$ cat config.mk
export PLATFORM = sky130hd
export DESIGN_NAME = rxq_buffer
export DESIGN_NICKNAME = d
export VERILOG_FILES = /design/src/rtl/rxq_pkg.sv /design/src/rtl/rxq_store.sv /design/src/rtl/rxq_idle.sv /design/src/rtl/rxq_buffer.sv
export SDC_FILE = /design/constraint.sdc
export NUM_CORES = 1
export LEC_CHECK = 0
export BUFFER_PORTS_ARGS = -buffer_cell sky130_fd_sc_hd__buf_2
export CAP_MARGIN = 10
export CORE_MARGIN = 5
export CORE_UTILIZATION = 30
export CTS_BUF_LIST = sky130_fd_sc_hd__clkbuf_4 sky130_fd_sc_hd__clkbuf_8 sky130_fd_sc_hd__clkbuf_16
export CTS_CLUSTER_DIAMETER = 40
export DETAILED_ROUTE_END_ITERATION = 7
export SYNTH_ARGS = -nofsm -noshare
export SYNTH_HDL_FRONTEND = slang
export SYNTH_SLANG_ARGS = --single-unit
export TNS_END_PERCENT = 5
$ cat constraint.sdc
create_clock -name clk -period 3 [get_ports clk]
set_clock_uncertainty 0.05 [all_clocks]
set_input_delay 0.6 -clock clk [delete_from_list [all_inputs] [get_ports clk]]
set_output_delay 0.6 -clock clk [all_outputs]
set_load 0.05 [all_outputs]
$ cat src/rtl/rxq_pkg.sv
package rxq_pkg;

  typedef struct packed {
    logic       brk;
    logic       ferr;
    logic       perr;
    logic [7:0] data;
  } rxq_ent_t;

  // Threshold in characters for a 2-bit level code.
  function automatic logic [4:0] lvl_thr(input logic [1:0] code);
    case (code)
      2'd0:    lvl_thr = 5'd1;
      2'd1:    lvl_thr = 5'd4;
      2'd2:    lvl_thr = 5'd8;
      default: lvl_thr = 5'd14;
    endcase
  endfunction

endpackage

$ cat src/rtl/rxq_store.sv
module rxq_store
  import rxq_pkg::*;
#(
  parameter int DEPTH = 16,
  parameter int CW    = $clog2(DEPTH + 1)
) (
  input  logic          clk,
  input  logic          rst_n,
  input  logic          clr,
  input  logic          push,
  input  logic          pop,
  input  rxq_ent_t      din,
  output rxq_ent_t      head,
  output logic [CW-1:0] fill,
  output logic          full,
  output logic          empty
);
  localparam int AW = $clog2(DEPTH);

  rxq_ent_t        mem [DEPTH];
  logic [AW-1:0]   wp, rp;

  function automatic logic [AW-1:0] nxt(input logic [AW-1:0] p);
    nxt = (p == AW'(DEPTH - 1)) ? '0 : p + 1'b1;
  endfunction

  always_ff @(posedge clk) begin
    if (push) mem[wp] <= din;
  end

  always_ff @(posedge clk or negedge rst_n) begin
    if (!rst_n) begin
      wp   <= '0;
      rp   <= '0;
      fill <= '0;
    end else if (clr) begin
      wp   <= '0;
      rp   <= '0;
      fill <= '0;
    end else begin
      if (push) wp <= nxt(wp);
      if (pop)  rp <= nxt(rp);
      case ({push, pop})
        2'b10:   fill <= fill + 1'b1;
        2'b01:   fill <= fill - 1'b1;
        default: fill <= fill;
      endcase
    end
  end

  assign head  = mem[rp];
  assign full  = (fill == CW'(DEPTH));
  assign empty = (fill == '0);

  assert_fill_bound_R1: assert property (@(posedge clk) disable iff (!rst_n)
    fill <= CW'(DEPTH));

endmodule

$ cat src/rtl/rxq_idle.sv
module rxq_idle #(
  parameter int LIMIT = 4,
  parameter int TW    = $clog2(LIMIT + 1)
) (
  input  logic clk,
  input  logic rst_n,
  input  logic restart,
  input  logic idle_zero,
  input  logic tick,
  output logic expired
);
  localparam logic [TW-1:0] LIM = TW'(LIMIT);

  logic [TW-1:0] cnt;

  always_ff @(posedge clk or negedge rst_n) begin
    if (!rst_n)                    cnt <= '0;
    else if (restart || idle_zero) cnt <= '0;
    else if (tick && cnt != LIM)   cnt <= cnt + 1'b1;
  end

  assign expired = (cnt == LIM);

  assert_restart_clears_R4: assert property (@(posedge clk) disable iff (!rst_n)
    restart |=> !expired);

endmodule

$ cat src/rtl/rxq_buffer.sv
module rxq_buffer
  import rxq_pkg::*;
#(
  parameter int DEPTH      = 16,
  parameter int IDLE_TICKS = 4,
  parameter int CW         = $clog2(DEPTH + 1)
) (
  input  logic          clk,
  input  logic          rst_n,
  input  logic          chr_valid,
  input  logic [7:0]    chr_data,
  input  logic          chr_perr,
  input  logic          chr_ferr,
  input  logic          chr_brk,
  input  logic          line_rearm,
  input  logic          rd_pop,
  input  logic          st_rd,
  input  logic          cfg_wr,
  input  logic          cfg_en,
  input  logic          cfg_flush,
  input  logic [1:0]    cfg_lvl,
  input  logic          char_tick,
  output logic [7:0]    head_data,
  output logic          head_perr,
  output logic          head_ferr,
  output logic          head_brk,
  output logic [CW-1:0] fill,
  output logic          data_ready,
  output logic          overrun,
  output logic          trig,
  output logic          tmo,
  output logic          err_any
);
  logic     en_q, hold_q;
  logic [1:0] lvl_q;
  logic     full, empty;
  rxq_ent_t head, din;

  // Named internal events
  logic cfg_clr, take_ev, push_ev, pop_ev, drop_ev, bad_ev, restart_ev;

  assign cfg_clr    = cfg_wr && (!cfg_en || cfg_flush);
  assign pop_ev     = rd_pop && !empty && !cfg_clr;
  assign take_ev    = chr_valid && en_q && !hold_q && !cfg_clr;
  assign push_ev    = take_ev && (!full || pop_ev);
  assign drop_ev    = take_ev && full && !pop_ev;
  assign bad_ev     = push_ev && (chr_perr || chr_ferr || chr_brk);
  assign restart_ev = push_ev || rd_pop || cfg_clr;

  always_comb begin
    din.brk  = chr_brk;
    din.ferr = chr_ferr;
    din.perr = chr_perr;
    din.data = chr_brk ? 8'h00 : chr_data;
  end

  rxq_store #(.DEPTH(DEPTH), .CW(CW)) store_i (
    .clk(clk), .rst_n(rst_n), .clr(cfg_clr), .push(push_ev), .pop(pop_ev),
    .din(din), .head(head), .fill(fill), .full(full), .empty(empty)
  );

  rxq_idle #(.LIMIT(IDLE_TICKS)) idle_i (
    .clk(clk), .rst_n(rst_n), .restart(restart_ev), .idle_zero(empty),
    .tick(char_tick), .expired(tmo)
  );

  always_ff @(posedge clk or negedge rst_n) begin
    if (!rst_n) begin
      en_q    <= 1'b0;
      lvl_q   <= 2'd0;
      hold_q  <= 1'b0;
      overrun <= 1'b0;
      err_any <= 1'b0;
    end else begin
      if (cfg_wr)           en_q  <= cfg_en;
      if (cfg_wr && cfg_en) lvl_q <= cfg_lvl;
      if (take_ev && chr_brk) hold_q <= 1'b1;
      else if (line_rearm)    hold_q <= 1'b0;
      if (drop_ev)    overrun <= 1'b1;
      else if (st_rd) overrun <= 1'b0;
      if (bad_ev)                err_any <= 1'b1;
      else if (st_rd || cfg_clr) err_any <= 1'b0;
    end
  end

  assign head_data  = head.data;
  assign head_perr  = head.perr;
  assign head_ferr  = head.ferr;
  assign head_brk   = head.brk;
  assign data_ready = !empty;
  assign trig       = fill >= CW'(lvl_thr(lvl_q));

  assert_full_keep_R5: assert property (@(posedge clk) disable iff (!rst_n)
    (chr_valid && en_q && !hold_q && !cfg_wr && !rd_pop && fill == CW'(DEPTH))
      |=> (fill == CW'(DEPTH) && overrun));

  assert_trig_holds_R2: assert property (@(posedge clk) disable iff (!rst_n)
    (trig && !rd_pop && !cfg_wr) |=> trig);

  assert_tmo_busy_R3: assert property (@(posedge clk) disable iff (!rst_n)
    tmo |-> data_ready);

  assert_pop_clears_tmo_R4: assert property (@(posedge clk) disable iff (!rst_n)
    rd_pop |=> !tmo);

  assert_ready_holds_R7: assert property (@(posedge clk) disable iff (!rst_n)
    (data_ready && !rd_pop && !cfg_wr) |=> data_ready);

  assert_break_blocks_R9: assert property (@(posedge clk) disable iff (!rst_n)
    (hold_q && !cfg_wr && !rd_pop) |=> $stable(fill));

  assert_both_keep_R10: assert property (@(posedge clk) disable iff (!rst_n)
    (push_ev && pop_ev) |=> $stable(fill));

endmodule

## After elaboration in Yosys (flattened, before gate mapping)

Memory sizes are Yosys's and may differ from the RTL's.
Cells that the tools add are included.
Widths: inputs -> output; s select.

- Add/sub/neg operators: 5
- $lt $le $gt $ge: 1
- Eq/ne operators: 9
- Multiplexer cells: 20
- Reductions and logical operators: 36

Operators with widths:

| operator | count |
|---|---|
| $mux 4 | 6 |
| $logic_and 1x1->1 | 13 |
| $pmux 4 s3 | 1 |
| $reduce_bool 2->1 | 6 |
| $pmux 5 s2 | 1 |
| $add 4x1->4 const B | 2 |
| $eq 4x4->1 const B | 2 |
| $logic_or 1x1->1 | 8 |
| $mux 1 | 8 |
| $mux 8 | 1 |
| $logic_not 1->1 | 6 |
| $mux 3 | 2 |
| $add 5x1->5 const B | 1 |
| $eq 5x5->1 const B | 1 |
| $ge 5x5->1 | 1 |
| $logic_not 5->1 | 1 |
| $mux 5 | 1 |
| $sub 5x1->5 const B | 1 |
| $eq 2x1->1 const B | 2 |
| $eq 2x2->1 const B | 2 |
| $add 3x1->3 const B | 1 |
| $eq 3x3->1 const B | 1 |
| $ne 3x3->1 const B | 1 |
| $reduce_bool 3->1 | 1 |
| $logic_not 2->1 | 1 |

- Bits in registers: 22
- Bits in writable memories: 176
- Bits of input ports: 23
- Output and inout bits: 21
- Word-level logic and storage cells: 81
- Memories kept: 1

Memories:

| name | depth | width | rd ports | clocked after Yosys merged registers in | wr ports | RTL line | text |
|---|---|---|---|---|---|---|---|
| store_i.mem | 16 | 11 | 1 | 0 | 1 | rxq_store.sv:20 | `rxq_ent_t mem [DEPTH];` |

## Longest topological paths before layout

- Depth in word-level cells: 11
- Depth in mapped cells: 12
- Mapped depth without buffers: 11

## Modules after synthesis

Synthesis repeated with hierarchy kept, for this count alone.

- Cells, all modules: 457
- Area, all modules: 8234.1 um^2

By module, submodules not included:

| module | instances | cells an instance | area an instance (um^2) | sequential area each (um^2) |
|---|---|---|---|---|
| rxq_store | 1 | 387 | 7571.0 | 5610.4 |
| rxq_buffer | 1 | 52 | 460.4 | 150.1 |
| rxq_idle | 1 | 18 | 202.7 | 75.1 |

## Worst setup path after synthesis

No wires, ideal clock.

- Path kind: input to register
- Start point: input chr_valid
- End point: memory store_i.mem[0][0] (netlist name), enable pin
- Setup time: 412 ps
- Arrival time: 2554 ps
- Data required time: 2538 ps
- Slack: -16 ps
- Stages on the path: 5
- Buffers on the path: 1
- Cells stage by stage: nand3b_1 -> a21oi_1 -> nand2_1 -> buf_2 -> nor4b_1

- Cells in the longest elaborated chain, start to end: 6

RTL lines:

| element | RTL line | text |
|---|---|---|
| start: declaration | rxq_buffer.sv:10 | `input logic chr_valid,` |
| $logic_and 1x1->1 (3 in series) | rxq_buffer.sv:44 | `assign take_ev = chr_valid && en_q && !hold_q && !cfg_clr;` |
| $logic_and 1x1->1 | rxq_buffer.sv:45 | `assign push_ev = take_ev && (!full \|\| pop_ev);` |
| $mux 1 | rxq_store.sv:28 | `if (push) mem[wp] <= din;` |
| $mux 1 (implied by the code) | rxq_store.sv:28 |  |
| end: declaration | rxq_store.sv:20 |  |

No other way between the ends.

## Final worst setup path

- Start point: register store_i.rp[0]
- End point: output head_perr

- Cells in the longest elaborated chain, start to end: 1

RTL lines:

| element | RTL line | text |
|---|---|---|
| start: declaration | rxq_store.sv:21 | `logic [AW-1:0] wp, rp;` |
| start signal: assignment | rxq_store.sv:42 | `if (pop) rp <= nxt(rp);` |
| $mem_v2 16x11 | - |  |
| end: declaration | rxq_buffer.sv:24 | `output logic head_perr,` |

No other way between the ends.

==> flow_summary.yaml <==
global_route:
  grt_pass1_vias: 4926
  grt_max_degree: 27
  grt_pass1_wl_um: 29000
  grt.total_usage_pct: 12.3
  use_met2_pct: 21.5
  antenna_found_initial: 0
  use_met3_pct: 2.31
  gr-total-overflow: 0
  use_met1_pct: 15.2
  top_usage_layer: "met2"
synth:
  ys_types: 48
  yosys_warnings: 0
  syn-cell-area_um2: 8380
  synth-seq-cells: 198
  yosysTopAreaCell: "edfxtp_1"
  synth_top_cell_area_share_pct: 63.1
  syn_avg_cell_area_um2: 16.0
  synth-async-reset-ratio_pct: 11.1
  ys_seq_area_share_pct: 69.7
  syn_nets: 557
  ys.flop_type: "edfxtp_1"
  synthCells: 522
  synth-edff-count: 176
  synth.area.top_cells: "edfxtp_1 63%, dfrtp_1 6.6%, mux4_2 5.9%, mux2i_1 4.3%, ha_1 1.8%"
place:
  io_buffer_count: 43
  gp_congestion: 0.819
  dp_hpwl_um: 12000
critical_path:
  critical_path_class: "register to primary output"
  end_kind: "primary output"
  cp_max_fo: 12
  worstPathArrival_ns: 2.30
  cp-start-kind: "register"
  critical_path_required_ns: 2.35
power_and_ir_drop:
  power_frac_seq_pct: 39.8
  p_per_area_nw_per_um2: 781
  ir_worst_vdd_mv: 0.398
  sw_frac_of_total_pct: 32.7
  p_switching_w: 0.00259
  clockPowerShare_pct: 28.9
  p_int_w: 0.00535
  p_leak_nw: 3.54
  comb_power_share_pct: 31.3
sta:
  slew_violations: 0
  fin_crit_ns: 2.95
  rsz0062_at_grt: "true"
  max_clock_freq_mhz: 339
  finalSetupViolations: 0
  fin_tns_setup_ns: 0
  fin_hold_ws_ns: 0.0814
  finalHoldViolations: 0
  tightest_slew_ns: 1.04
  slew_headroom_pct: 30.5
  finalCritPeriodShare_pct: 98.3
route:
  drc: 0
  routedWlPerCell_um: 19.3
  vias: 4866
  wirelength_um: 19300
  drt_first_pass_iters: 6
  final_antenna_net_count: 0
  viasPerCell: 4.87
  drtIter0Drc: 401
final_layout:
  multi_input_area_um2: 2450
  syn2layout_area_growth_pct: 21.5
  nets: 643
  seqCellArea_um2: 5840
  drive_above_1_share_pct: 30.0
  nFillCells: 2585
  insertedDiodeCount: 0
die:
  coreArea_um2: 27700
  dieArea_um2: 31400
  dieWidth_um: 177
  rows: 61
  start_util_pct: 30.2
  ios: 44
  fp.dieH_um: 177
min_path:
  min_path_type: "input pin to async pin"
cts:
  clk-insertion-delay-late_ns: 0.43
  clk_pin_slew_ns: 0.07
  clk_path_buf_depth: 2
  numClockSinks: 198
  cts_tree: "done"
  numCtsBuffers: 17
  root_buffer: "clkbuf_16"
  htreeDepth: 4
status:
  outcome: "finished clean"
job:
  cap_viol_max_count: 0
[flip-flops by register name (all words and copies together) (netlist names)]
register,count
err_any,1
idle_i.cnt,3
store_i.wp,4
store_i.mem,176
lvl_q,2
store_i.rp,4
overrun,1
en_q,1
store_i.fill,5
hold_q,1
[cell usage in the layout, fill, tap and decap left out, types with 12 or more instances in the layout]
master / Yosys / layout
edfxtp_1: 176 / 176
buf_4: 3 / 42
buf_2: 8 / 37
mux2i_1: 36 / 36
nand2_1: 36 / 35
o21ai_0: 29 / 28
mux4_2: 22 / 22
clkbuf_16: 0 / 21
a21oi_1: 21 / 20
dfrtp_1: 22 / 19
nor2_1: 18 / 18
mux2_2: 13 / 13
a22oi_1: 12 / 12
ha_1: 12 / 12
[power groups by stage]
stage	clock network [W]	registers [W]	logic, W
after floorplan	0	0.00327	0.00155
after global placement	0	0.00324	0.00210
after detailed placement	0	0.00324	0.00212
after CTS	0.00234	0.00318	0.00216
after global routing	0.00247	0.00317	0.00266
final	0.00230	0.00316	0.00249
[synth_stat cells (5+ instances only)]
master / number
a22oi_1: 12
nand3_1: 9
ha_1: 12
nor4b_1: 6
a21oi_1: 21
edfxtp_1: 176
nand2_1: 36
and3_1: 7
nor2_1: 18
clkbuf_1: 13
dfrtp_1: 22
nor2b_1: 11
mux2i_1: 36
mux2_2: 13
nor3_1: 5
mux4_2: 22
inv_1: 11
a221oi_1: 11
buf_2: 8
o21ai_0: 29
[layer usage]
| layer | wire length, um | part of all wire [%] |
|---|---|---|
| met3 | 756 | 3.9 |
| met2 | 10100 | 52 |
| met1 | 8020 | 42 |
| met4 | 405 | 2.1 |
| met5 | 0 | 0 |
[worst max-delay path: stages (launching register included)]
cell and delay [ns]:
dfrtp_4 0.50, buf_12 0.16, buf_12 0.12, clkbuf_16 0.17
mux2i_1 0.15, a221oi_2 0.29, o21ai_0 0.11, nand2_1 0.12
clkbuf_4 0.24
[what timing repair did]
action                     in CTS  in global routing
cloned                          0                  4
buffers inserted                2                  7
pin swaps                       0                  1
hold buffers                    0                  0
resized for setup               3                 25
setup endpoints to repair      11                 11
[layout make-up]
cell class              count  share of cell area (%)
flip-flops and latches    198                    57.4
well taps                 378                    4.65
inverters                  13                   0.504
clock inverters            15                    1.72
repair buffers             93                    7.45
multi-input cells         285                    24.1
clock buffers              17                    4.18
[per-stage QoR]
| step | utilization [%] | total power (W) | area [um2] | instances | setup slack [ns] |
|---|---|---|---|---|---|
| after CTS | 35.7 | 0.00768 | 9900 | 988 | 0.0152 |
| after detailed placement | 33.5 | 0.00537 | 9270 | 954 | 0.250 |
| after global routing | 36.7 | 0.00830 | 10200 | 999 | -0.103 |
| after global placement | 33.5 | 0.00534 | 9270 | 954 | 0.258 |
| after floorplan | - | 0.00482 | 8380 | 522 | -0.0157 |
| final | 36.7 | 0.00795 | 10200 | 999 | 0.0513 |
[logic make-up (layout without fill, tap and decap cells)]
group | after synthesis | in the layout | share of synthesized area, %
AO/OA/AOI/OAI | 89 | 89 | 7.05
XOR/XNOR | 5 | 5 | 0.523
adder cells (fa/ha/maj) | 12 | 12 | 1.79
buffers and inverters | 39 | 138 | 2.21
flip-flops | 198 | 198 | 69.7
multiplexers | 71 | 71 | 12.0
AND/OR/NAND/NOR | 108 | 108 | 6.78
[final timing paths]
kind,startpoint,end,slack (ns),cells after the start
min,rst_n,idle_i.cnt[2],0.08,1
max,store_i.rp[0],head_perr,0.05,8
max in group asynchronous,rst_n,store_i.rp[0],2.44,1
max reg2reg,store_i.fill[3],store_i.fill[4],0.35,11
min reg2reg,overrun,overrun,0.50,2
min in group clk,line_rearm,hold_q,0.30,2
Note: power is estimated with default switching activity, not from simulation.
